===== config.mk =====
export PLATFORM = sky130hd
export DESIGN_NAME = runahead_ctrl
export DESIGN_NICKNAME = d
export VERILOG_FILES = /design/src/rtl/ra_ctrl_pkg.sv /design/src/rtl/ra_miss_age.sv /design/src/rtl/ra_period_cnt.sv /design/src/rtl/ra_mode_fsm.sv /design/src/rtl/runahead_ctrl.sv
export SDC_FILE = /design/constraint.sdc
export NUM_CORES = 1
export LEC_CHECK = 0
export ABC_AREA = 0
export BUFFER_PORTS_ARGS = -buffer_cell sky130_fd_sc_hd__clkbuf_2
export CORE_UTILIZATION = 43
export CTS_CLUSTER_DIAMETER = 100
export CTS_CLUSTER_SIZE = 30
export DETAILED_ROUTE_END_ITERATION = 10
export PLACE_DENSITY = 0.68
export REMOVE_ABC_BUFFERS = 1
export SLEW_MARGIN = 10
export SYNTH_ARGS = -nofsm -noshare
export SYNTH_HDL_FRONTEND = slang
export SYNTH_HIERARCHICAL = 1
export SYNTH_SLANG_ARGS = --single-unit
export TNS_END_PERCENT = 100

===== constraint.sdc =====
create_clock -name clk -period 4.41 [get_ports clk]
set_input_delay 0.882 -clock clk [delete_from_list [all_inputs] [get_ports clk]]
set_output_delay 0.882 -clock clk [all_outputs]
set_load 0.02 [all_outputs]

===== src/rtl/ra_ctrl_pkg.sv =====
package ra_ctrl_pkg;

  typedef enum logic {
    MODE_NORMAL = 1'b0,
    MODE_AHEAD  = 1'b1
  } ra_mode_e;

  // Counter step that sticks at the limit instead of wrapping.
  function automatic logic [31:0] sat_inc(input logic [31:0] v, input logic [31:0] lim);
    return (v >= lim) ? lim : v + 32'd1;
  endfunction

  // A miss older than the limit may not start a period.
  function automatic logic age_exceeds(input logic [31:0] age, input logic [31:0] lim);
    return age > lim;
  endfunction

  // Fetched-since-exit must have caught up with popped-during-period.
  function automatic logic reentry_ok(input logic [31:0] fetched, input logic [31:0] popped);
    return fetched >= popped;
  endfunction

endpackage


===== src/rtl/ra_miss_age.sv =====
module ra_miss_age
  import ra_ctrl_pkg::*;
#(
  parameter int NUM_IDS = 8,
  parameter int ID_W    = 3,
  parameter int AGE_W   = 10
) (
  input  logic             clk,
  input  logic             rst_n,
  input  logic             iss_vld,
  input  logic [ID_W-1:0]  iss_id,
  input  logic             rtn_vld,
  input  logic [ID_W-1:0]  rtn_id,
  input  logic [ID_W-1:0]  look_id,
  input  logic [AGE_W-1:0] limit,
  output logic             age_over
);
  localparam logic [31:0] AGE_MAX = (32'd1 << AGE_W) - 32'd1;

  logic [NUM_IDS*AGE_W-1:0] age_flat;
  logic [AGE_W-1:0]         look_age;

  for (genvar g = 0; g < NUM_IDS; g++) begin : g_slot
    logic             busy_q;
    logic [AGE_W-1:0] age_q;
    logic             iss_hit;
    logic             rtn_hit;

    assign iss_hit = iss_vld && (iss_id == ID_W'(g));
    assign rtn_hit = rtn_vld && (rtn_id == ID_W'(g));

    always_ff @(posedge clk or negedge rst_n) begin
      if (!rst_n) begin
        busy_q <= 1'b0;
        age_q  <= '0;
      end else if (iss_hit) begin
        busy_q <= 1'b1;
        age_q  <= '0;
      end else if (rtn_hit) begin
        busy_q <= 1'b0;
        age_q  <= '0;
      end else if (busy_q) begin
        age_q  <= AGE_W'(sat_inc(32'(age_q), AGE_MAX));
      end
    end

    assign age_flat[g*AGE_W +: AGE_W] = age_q;
  end

  assign look_age = age_flat[int'(look_id)*AGE_W +: AGE_W];
  assign age_over = age_exceeds(32'(look_age), 32'(limit));

endmodule


===== src/rtl/ra_period_cnt.sv =====
module ra_period_cnt
  import ra_ctrl_pkg::*;
#(
  parameter int CNT_W = 12
) (
  input  logic clk,
  input  logic rst_n,
  input  logic in_ahead,
  input  logic enter,
  input  logic leave,
  input  logic pop,
  input  logic fetch,
  output logic n_ge_r
);
  localparam logic [31:0] CNT_MAX = (32'd1 << CNT_W) - 32'd1;

  logic [CNT_W-1:0] popped_q;
  logic [CNT_W-1:0] fetched_q;

  always_ff @(posedge clk or negedge rst_n) begin
    if (!rst_n) begin
      popped_q <= '0;
    end else if (enter) begin
      popped_q <= '0;
    end else if (in_ahead && pop) begin
      popped_q <= CNT_W'(sat_inc(32'(popped_q), CNT_MAX));
    end
  end

  always_ff @(posedge clk or negedge rst_n) begin
    if (!rst_n) begin
      fetched_q <= '0;
    end else if (leave) begin
      fetched_q <= '0;
    end else if (!in_ahead && fetch) begin
      fetched_q <= CNT_W'(sat_inc(32'(fetched_q), CNT_MAX));
    end
  end

  assign n_ge_r = reentry_ok(32'(fetched_q), 32'(popped_q));

endmodule


===== src/rtl/ra_mode_fsm.sv =====
module ra_mode_fsm
  import ra_ctrl_pkg::*;
#(
  parameter int ID_W = 3
) (
  input  logic            clk,
  input  logic            rst_n,
  input  logic            entry_req,
  input  logic [ID_W-1:0] head_id,
  input  logic            rtn_vld,
  input  logic [ID_W-1:0] rtn_id,
  output logic            in_ahead,
  output logic            entry_fire,
  output logic            exit_fire,
  output logic [ID_W-1:0] trig_id,
  output logic            save_pls,
  output logic            restore_pls,
  output logic            flush_pls
);
  ra_mode_e        mode_q;
  logic [ID_W-1:0] trig_q;
  logic            save_q;
  logic            restore_q;
  logic            flush_q;

  assign in_ahead   = (mode_q == MODE_AHEAD);
  assign exit_fire  = in_ahead && rtn_vld && (rtn_id == trig_q);
  // Exit first; the flush cycle also keeps a new period from starting.
  assign entry_fire = !in_ahead && !flush_q && entry_req && !exit_fire;

  always_ff @(posedge clk or negedge rst_n) begin
    if (!rst_n) begin
      mode_q    <= MODE_NORMAL;
      trig_q    <= '0;
      save_q    <= 1'b0;
      restore_q <= 1'b0;
      flush_q   <= 1'b0;
    end else begin
      save_q    <= 1'b0;
      restore_q <= 1'b0;
      flush_q   <= 1'b0;
      if (exit_fire) begin
        mode_q    <= MODE_NORMAL;
        restore_q <= 1'b1;
        flush_q   <= 1'b1;
      end else if (entry_fire) begin
        mode_q <= MODE_AHEAD;
        trig_q <= head_id;
        save_q <= 1'b1;
      end
    end
  end

  assign trig_id     = trig_q;
  assign save_pls    = save_q;
  assign restore_pls = restore_q;
  assign flush_pls   = flush_q;

endmodule


===== src/rtl/runahead_ctrl.sv =====
module runahead_ctrl
  import ra_ctrl_pkg::*;
#(
  parameter  int NUM_IDS = 8,
  parameter  int AGE_W   = 10,
  parameter  int CNT_W   = 12,
  localparam int ID_W    = $clog2(NUM_IDS)
) (
  input  logic             clk,
  input  logic             rst_n,
  input  logic             head_vld,
  input  logic             head_l2miss,
  input  logic [ID_W-1:0]  head_miss_id,
  input  logic             head_done,
  input  logic             head_inv,
  input  logic             miss_iss_vld,
  input  logic [ID_W-1:0]  miss_iss_id,
  input  logic             miss_rtn_vld,
  input  logic [ID_W-1:0]  miss_rtn_id,
  input  logic             fetch_evt,
  input  logic [AGE_W-1:0] age_limit,
  output logic             ra_mode,
  output logic             ckpt_save,
  output logic             ckpt_restore,
  output logic             pipe_flush,
  output logic             head_pop,
  output logic             commit_en
);
  // Named internal events, observed by the bound checker.
  logic            age_over;
  logic            n_ge_r;
  logic            entry_req;
  logic            entry_fire;
  logic            exit_fire;
  logic            in_ahead;
  logic [ID_W-1:0] trig_id;

  ra_miss_age #(.NUM_IDS(NUM_IDS), .ID_W(ID_W), .AGE_W(AGE_W)) u_age (
    .clk      (clk),
    .rst_n    (rst_n),
    .iss_vld  (miss_iss_vld),
    .iss_id   (miss_iss_id),
    .rtn_vld  (miss_rtn_vld),
    .rtn_id   (miss_rtn_id),
    .look_id  (head_miss_id),
    .limit    (age_limit),
    .age_over (age_over)
  );

  assign entry_req = head_vld && head_l2miss && !age_over && n_ge_r;

  ra_mode_fsm #(.ID_W(ID_W)) u_fsm (
    .clk         (clk),
    .rst_n       (rst_n),
    .entry_req   (entry_req),
    .head_id     (head_miss_id),
    .rtn_vld     (miss_rtn_vld),
    .rtn_id      (miss_rtn_id),
    .in_ahead    (in_ahead),
    .entry_fire  (entry_fire),
    .exit_fire   (exit_fire),
    .trig_id     (trig_id),
    .save_pls    (ckpt_save),
    .restore_pls (ckpt_restore),
    .flush_pls   (pipe_flush)
  );

  // Pseudo-retire in runahead: invalid heads drop at once, valid ones on done.
  always_comb begin
    if (in_ahead) begin
      head_pop  = head_vld && (head_inv || head_done);
      commit_en = 1'b0;
    end else begin
      head_pop  = head_vld && head_done;
      commit_en = head_vld && head_done;
    end
  end

  ra_period_cnt #(.CNT_W(CNT_W)) u_period (
    .clk      (clk),
    .rst_n    (rst_n),
    .in_ahead (in_ahead),
    .enter    (entry_fire),
    .leave    (exit_fire),
    .pop      (head_pop),
    .fetch    (fetch_evt),
    .n_ge_r   (n_ge_r)
  );

  assign ra_mode = in_ahead;

endmodule


* Word-level counts from Yosys, hierarchy flattened *
Index checks and enable logic that the tools add are counted.

word-level totals
  output and inout bits = 6
  input bits = 28
  flip-flop bits (word level) = 118

operators by class
  order comparisons = 12
  bitwise operators = 1
  reductions and logical operators = 55
  add/subtract/negate cells = 10
  shift operators = 1
  equal/unequal tests = 15
  multiplexer cells = 61
  $mul = 1

operators by type and width
  cell                   count
  $mux 10                32
  $add 10x1->10 const B  8
  $ge 10x10->1 const B   8
  $shiftx 80x32->10      1
  $mux 12                6
  $logic_and 1x1->1      28
  $add 12x1->12 const B  2
  $eq 3x3->1 const B     8
  $ge 12x12->1 const B   2
  $reduce_bool 3->1      8
  $mux 1                 23
  $reduce_bool 2->1      11
  $eq 3x2->1 const B     4
  $ge 12x12->1           1
  $gt 10x10->1           1
  $eq 3x1->1 const B     2
  $logic_not 3->1        2
  $mul 3x3->6 const B    1
  $logic_not 1->1        4
  $eq 3x3->1             1
  $reduce_and 2->1       1
  $logic_or 1x1->1       1
  $not 1->1              1

* Longest topological paths before layout *
Gate-level depths: netlist (run 1).

  depth after elaboration = 10
  depth in mapped cells = 13
  depth with buffers taken out = 11

* Cells and area by module *
Netlist (run 1), hierarchy kept.

modules (own cells, without submodules)
  module         cells an instance  instances  area each (um^2)
  ra_miss_age    583                1          5,511.5
  ra_period_cnt  172                1          1,550.2
  ra_mode_fsm    18                 1          259.0
  runahead_ctrl  5                  1          28.8

* Least setup slack after synthesis (run 1) *
No wires, ideal clock.

  kind = input port to flip-flop
  start point = input port head_miss_id[0]
  end point = register u_period.popped_q[7]
  data arrival time = 3,900 ps
  slack = 364 ps
  cell stages on the path = 12
  path buffers = 2
  path through = buf_2 mux4_2 mux2_2 ha_1 a211oi_1 nor2_1 o41a_1 and4b_1 nor3b_4 clkbuf_1 o21bai_1 a31oi_1

between the ends
  longest elaborated chain between the ends = 9
  elaborated cells between the ends (all ways) = 10

ends and longest elaborated chain
  item                                                 line                 source
  start: declaration                                   runahead_ctrl.sv:13  input logic [ID_W-1:0] head_miss_id,
  $mul 3x3->6 *                                        ra_miss_age.sv:50    assign look_age = age_flat[int'(look_id)*AGE_W +: AGE_W];
  $shiftx 80x32->10 *                                  ra_miss_age.sv:50
  $gt 10x10->1 *                                       ra_ctrl_pkg.sv:15    return age > lim;
  named net age_over                                   runahead_ctrl.sv:30  logic age_over;
  $logic_not 1->1 *                                    runahead_ctrl.sv:50  assign entry_req = head_vld && head_l2miss && !age_over && n_ge_r;
  $logic_and 1x1->1 * (2 in a row)                     runahead_ctrl.sv:50
  named net entry_req                                  runahead_ctrl.sv:32  logic entry_req;
  $logic_and 1x1->1 * (2 in a row)                     ra_mode_fsm.sv:29    assign entry_fire = !in_ahead && !flush_q && entry_req && !exit_fire;
  named net entry_fire                                 runahead_ctrl.sv:33  logic entry_fire;
  $mux 12 / $reduce_bool 2->1 (equally long branches)  -
  end signal: assignment                               ra_period_cnt.sv:26  popped_q <= CNT_W'(sat_inc(32'(popped_q), CNT_MAX));
  end: declaration                                     ra_period_cnt.sv:17  logic [CNT_W-1:0] popped_q;

Mark *: on every way through the listed nets, which the timed path passes. The rest lies on a longest branch.
A chain may end at the register's enable or synchronous reset.

* Worst setup path in the final report (run 1) *
  start point = input port head_miss_id[0]
  end point = register u_period.popped_q[4]

Same word-level chain as after synthesis.

==> results.py, run 1 <==
metrics = {
    "logic_synthesis": {
        "yosysWarnings": 6,
        "synth_top_flop_cell": "dfrtp_1",
        "synthArstFlopShare_pct": 100,
        "ys_types": 70,
        "avgSynthCellArea_um2": 9.45,
        "ys_seq_area_share_pct": 40.2,
        "ys_ff_latch": 118,
        "synthCells": 778,
        "syn-cell-area_um2": 7350,
        "synth_edf_count": 0,
    },
    "layout": {
        "num-fill-cells": 1504,
        "finish.net_count": 864,
        "area_growth_pct": 13.1,
        "design_area_um2": 8310,
        "layout-drive-gt1-share_pct": 14.3,
        "layout_common_cells": "dfrtp_1, nor2_1, nand2_1",
        "diodes": 0,
        "final_common_cell": "dfrtp_1",
    },
    "floorplan": {
        "start_util_pct": 44.2,
        "die_area_um2": 17600,
        "fp.dieW_um": 133,
        "core_area_um2": 16600,
        "num_rows": 47,
        "io_pins": 34,
        "chipHeight_um": 133,
    },
    "routing": {
        "dr.pass1.iters": 5,
        "wl_per_cell_um": 17.5,
        "drt_iter0_markers": 491,
        "vias_per_cell": 6.04,
        "drt-total-wl_um": 18200,
        "via_count": 6267,
        "drc": 0,
        "ant_nets": 0,
    },
    "sta": {
        "rsz0062_at_grt": "no",
        "relSlewSlack_pct": 35.0,
        "max_clock_freq_mhz": 267,
        "setup_slack_ns": 0.665,
        "whs_ns": 0.522,
        "finalHoldViolCount": 0,
        "worst_slew_pin_slew_ns": 0.972,
        "period_needed_ns": 3.75,
        "setup_violations": 0,
        "drv_slew": 0,
        "finalSetupTns_ns": 0,
        "period_share_pct": 84.9,
        "finClkSkew_ns": 0.00892,
    },
    "clocking": {
        "htreeDepth": 4,
        "cts_root_buf": "clkbuf_16",
        "path_clk_slew_ns": 0.05,
        "postCtsSetupBuffers": 0,
        "cts_sinks": 118,
        "cts_tree": "yes",
        "cts_resized": 0,
        "clk_latency_ns": 0.42,
        "holdBufCountCts": 0,
        "cts_buffers": 17,
        "ctsLongestPathBuffers": 2,
    },
    "worst_setup_path": {
        "start_kind": "input port",
        "worstSetupPathType": "in -> reg",
        "critPathArrivalTime_ns": 4.03,
        "crit_path_end_kind": "flop",
        "worstPathRequired_ns": 4.69,
        "critical_path.max_fanout": 14,
    },
    "global_route": {
        "grt_antenna_before_repair": 0,
        "grt_max_degree": 64,
        "gr-total-overflow": 0,
        "grt_pass1_vias": 5722,
        "globalRouteTotalUtil_pct": 21.7,
        "grt_pass1_wl_um": 29800,
    },
    "flow_run": {
        "cap_viol_max_count": 0,
    },
    "pwr": {
        "total_power_w": 0.00415,
        "vdd_drop_max_mv": 0.385,
        "p_leak_nw": 3.44,
        "power-per-cell-area_nw_per_um2": 499,
    },
    "placed_design": {
        "globalplace.congestion": 0.883,
        "dp_slack_ns": 0.227,
        "dp_hpwl_um": 13100,
        "portBuffers": 33,
        "post_dp_cell_area_um2": 7710,
    },
    "hold_path": {
        "worstHoldPathType": "reg -> reg",
    },
    "run_status": {
        "outcome": "finished, final reports clean",
    },
}
## sequential cells by signal, summed over array words and instances (netlist names)
register             cells
u_age/g_slot.busy_q      8
u_period/popped_q       12
u_age/g_slot.age_q      80
u_period/fetched_q      12
u_fsm/flush_pls          1
u_fsm/trig_id            3
u_fsm/in_ahead           1
u_fsm/save_pls           1
## worst max-delay path, cell delays in order
cell and delay, ns:
clkbuf_2 0.27, buf_4 0.23, mux4_1 0.55, mux2_2 0.29, ha_1 0.28, nand4_1 0.10
nor3_1 0.06, o41a_1 0.40, and4b_1 0.26, nor3b_4 0.26, buf_4 0.25, o21bai_1 0.13
a31oi_1 0.06
## path summary, 6_finish.rpt
kind / start / endpoint / slack [ns] / cells after the start
max: head_miss_id[0] / u_period/popped_q[4]$_DFFE_PN0P_ / 0.66 / 13
min: u_period/fetched_q[0]$_DFFE_PN0P_ / u_period/fetched_q[0]$_DFFE_PN0P_ / 0.52 / 1
max reg2reg: u_age/g_slot[5].age_q[7]$_DFFE_PN0P_ / u_period/popped_q[4]$_DFFE_PN0P_ / 1.02 / 11
min reg2reg: u_period/fetched_q[0]$_DFFE_PN0P_ / u_period/fetched_q[0]$_DFFE_PN0P_ / 0.52 / 1
max in group asynchronous: rst_n / u_age/g_slot[2].age_q[8]$_DFFE_PN0P_ / 3.09 / 2
min in group asynchronous: rst_n / u_fsm/save_pls$_DFF_PN0_ / 0.53 / 1
## synthesized netlist by cell type (all sizes together) (4+ instances only)
master	count	share of area, %
dfrtp	118	40
a311oi	14	1.8
a31oi	21	1.8
nor3	53	3.7
and4	7	0.85
and3	19	1.6
nand4	26	2.4
buf	12	0.83
clkbuf	18	0.97
a211oi	31	3.2
inv	34	1.7
nand2	57	2.9
ha	32	5.4
mux2i	13	1.8
nor3b	5	0.66
mux4	20	6.2
o21bai	9	0.92
nand3	46	3.3
a21oi	29	2.0
a21o	10	1.0
nor2b	12	1.0
nor4	11	0.94
nand2b	4	0.34
o21ai	21	1.4
nor2	91	4.6
a41oi	6	0.72
mux2	12	1.8
## area by class of cell
class / instances / area, um2 / share of cell area [%]
Sequential cell: 118 / 2950 / 35.5
Tap cell: 220 / 275 / 3.31
Inverter: 34 / 128 / 1.53
Clock inverter: 12 / 153 / 1.84
Clock buffer: 20 / 447 / 5.37
Multi-Input combinational cell: 596 / 4140 / 49.8
Timing Repair Buffer: 37 / 223 / 2.68
## layer usage
metal	vias up	wire length [um]	track usage [%]
met2	199	7920	31.3
met5	-	0	0
li1	3029	-	-
met3	42	999	5.90
met4	0	555	9.96
met1	2997	8700	30.4
## where the power goes
part           switching (W)  internal, W
logic               0.000497     0.000491
registers           0.000423      0.00133
clock network       0.000510     0.000901
## cells by family after synthesis
| logic type | after synthesis | share of synthesized area (%) |
|---|---|---|
| and+or+nand+nor | 353 | 24.9 |
| AOI/OAI and AO/OA | 163 | 15.7 |
| DFF | 118 | 40.2 |
| buffers and inverters | 64 | 3.54 |
| muxes | 45 | 9.84 |
| adders and majority gates | 32 | 5.45 |
| xor gates and xnor gates | 3 | 0.358 |
## through the flow
stage	instances	utilization, %
3_3_place_gp	1005	46.4
2_1_floorplan	748	-
6_report	1037	50.0
5_1_grt	1037	50.0
4_1_cts	1037	50.0
3_5_place_dp	1005	46.4
Note: power is estimated with default switching activity, not from simulation.
==> run 2, diff against run 1 <==
- clock period: 4.41 -> 3.8 ns (I/O delays scaled with it)
==> results.py, run 2 (synthesis gave the netlist of run 1 again) <==
metrics = {
    "layout": {
        "largest_reg_flops": 80,
        "area_growth_pct": 13.5,
        "final_common_cell": "dfrtp_1",
        "layout_common_cells": "dfrtp_1, nor2_1, nand2_1",
        "finish.net_count": 873,
        "top_register": "u_age/g_slot.age_q",
        "layout-drive-gt1-share_pct": 14.7,
        "largestRegisters": "u_age/g_slot.age_q x80, u_period/fetched_q x12, u_period/popped_q x12",
        "num-fill-cells": 1506,
        "final_core_util_pct": 50.1,
    },
    "routing": {
        "dr.pass1.iters": 5,
        "vias_per_cell": 6.02,
        "ant_nets": 0,
        "drc": 0,
        "drt-total-wl_um": 18200,
        "wl_per_cell_um": 17.4,
        "drt_iter0_markers": 565,
        "via_count": 6290,
    },
    "sta": {
        "finalHoldViolCount": 0,
        "finClkSkew_ns": 0.00568,
        "period_needed_ns": 3.58,
        "worst_slew_pin_slew_ns": 0.932,
        "period_share_pct": 94.2,
        "setup_violations": 0,
        "rsz0062_at_grt": "no",
        "drv_slew": 0,
        "max_clock_freq_mhz": 279,
        "relSlewSlack_pct": 37.6,
        "finalSetupTns_ns": 0,
    },
    "floorplan": {
        "io_pins": 34,
        "die_area_um2": 17600,
        "chipHeight_um": 133,
        "fp.dieW_um": 133,
        "start_util_pct": 44.2,
        "num_rows": 47,
        "core_area_um2": 16600,
    },
    "worst_setup_path": {
        "cp-endpoint": "u_period/popped_q[7]$_DFFE_PN0P_",
        "cp_top_family": "compound AO/OA/AOI/OAI gates",
        "start_kind": "input port",
        "startpoint": "head_miss_id[0]",
        "critical_path.max_fanout": 9,
        "r2r_end": "u_period/popped_q[7]$_DFFE_PN0P_",
        "worstSetupPathType": "in -> reg",
        "reg2reg_slack_ns": 0.37,
        "cp_slowest_cell": "mux4_2",
        "critPathArrivalTime_ns": 3.84,
        "worst_path_largest_cell_delay_ns": 0.50,
        "crit_chain": "clkbuf_2, buf_12, mux4_2, mux2_2, ha_1, a211oi_1, nor2_1, o41a_1, and4b_1, nor3b_4, buf_4, o21bai_1, a31oi_1",
        "cp_num_cells": 13,
        "crit_path_end_kind": "flop",
        "ff2ff_path_depth": 11,
        "rr_startpoint": "u_age/g_slot[4].age_q[7]$_DFFE_PN0P_",
        "crit_buf_inv": 3,
        "worstPathRequired_ns": 4.06,
    },
    "pwr": {
        "power-per-cell-area_nw_per_um2": 564,
        "vdd_drop_max_mv": 0.358,
        "p_leak_nw": 3.47,
    },
    "global_route": {
        "grt_pass1_vias": 5836,
        "grt_antenna_before_repair": 0,
        "grt_pass1_wl_um": 29800,
        "globalRouteTotalUtil_pct": 21.7,
        "grt_max_degree": 59,
        "gr-total-overflow": 0,
    },
    "clocking": {
        "ctsLongestPathBuffers": 2,
        "postCtsSetupBuffers": 0,
        "cts_sinks": 118,
        "cts_buffers": 17,
        "cts_root_buf": "clkbuf_16",
        "cts_tree": "yes",
        "path_clk_slew_ns": 0.05,
        "clk_latency_ns": 0.42,
        "cts_resized": 0,
        "holdBufCountCts": 0,
        "htreeDepth": 4,
    },
    "placed_design": {
        "portBuffers": 33,
        "dp_hpwl_um": 13200,
        "globalplace.congestion": 0.880,
    },
    "flow_run": {
        "cap_viol_max_count": 0,
    },
    "run_status": {
        "outcome": "finished, final reports clean",
    },
    "hold_path": {
        "worstHoldPathType": "in -> async",
    },
}
[run 2: routing by layer]
layer	up-vias	global-route usage [%]	part of all wire, %
met1	3045	29.5	46
met4	0	8.75	2.1
li1	3037	-	-
met2	186	32.9	46
met3	22	5.71	6.1
met5	-	0	0
[run 2: worst min path at each step]
stage / to / cells after the start / start / slack (ns)
6_report: u_age/g_slot[4].busy_q$_DFFE_PN0P_ / 1 / rst_n / 0.41
5_1_grt: u_period/popped_q[0]$_DFFE_PN0P_ / 1 / rst_n / 0.46
4_1_cts: u_age/g_slot[4].busy_q$_DFFE_PN0P_ / 1 / rst_n / 0.44
3_5_place_dp: u_period/fetched_q[0]$_DFFE_PN0P_ / 1 / u_period/fetched_q[0]$_DFFE_PN0P_ / 0.51
3_3_place_gp: u_period/fetched_q[0]$_DFFE_PN0P_ / 1 / u_period/fetched_q[0]$_DFFE_PN0P_ / 0.50
2_1_floorplan: u_age/g_slot[0].age_q[0]$_DFFE_PN0P_ / 0 / rst_n / 0.46
[run 2: final cells by class]
class                      instances  area (um2)  area share (%)
clock buffer                      26         499            5.98
multi-input combinational        596        4140            49.6
inverter                          34         128            1.53
timing repair buffer              46         303            3.63
sequential                       118        2950            35.4
antenna                            1        2.50          0.0300
tap                              220         275            3.30
clock inverter                     4        45.0           0.540
[run 2: power by group]
group,internal [W],switching (W)
clock,0.000956,0.000532
sequential,0.00154,0.000496
combinational,0.000590,0.000586
[run 2: stage by stage]
stage	cell area, um2	power (W)	hold slack, ns	setup WS [ns]	std cells
6_report	8340	0.00470	0.411	0.219	1045
5_1_grt	8340	0.00501	0.465	0.0801	1044
4_1_cts	8340	0.00472	0.435	0.242	1044
3_5_place_dp	7790	0.00321	0.505	-0.198	1014
3_3_place_gp	7790	0.00318	0.505	-0.141	1014
2_1_floorplan	7220	0.00276	0.464	0.177	748
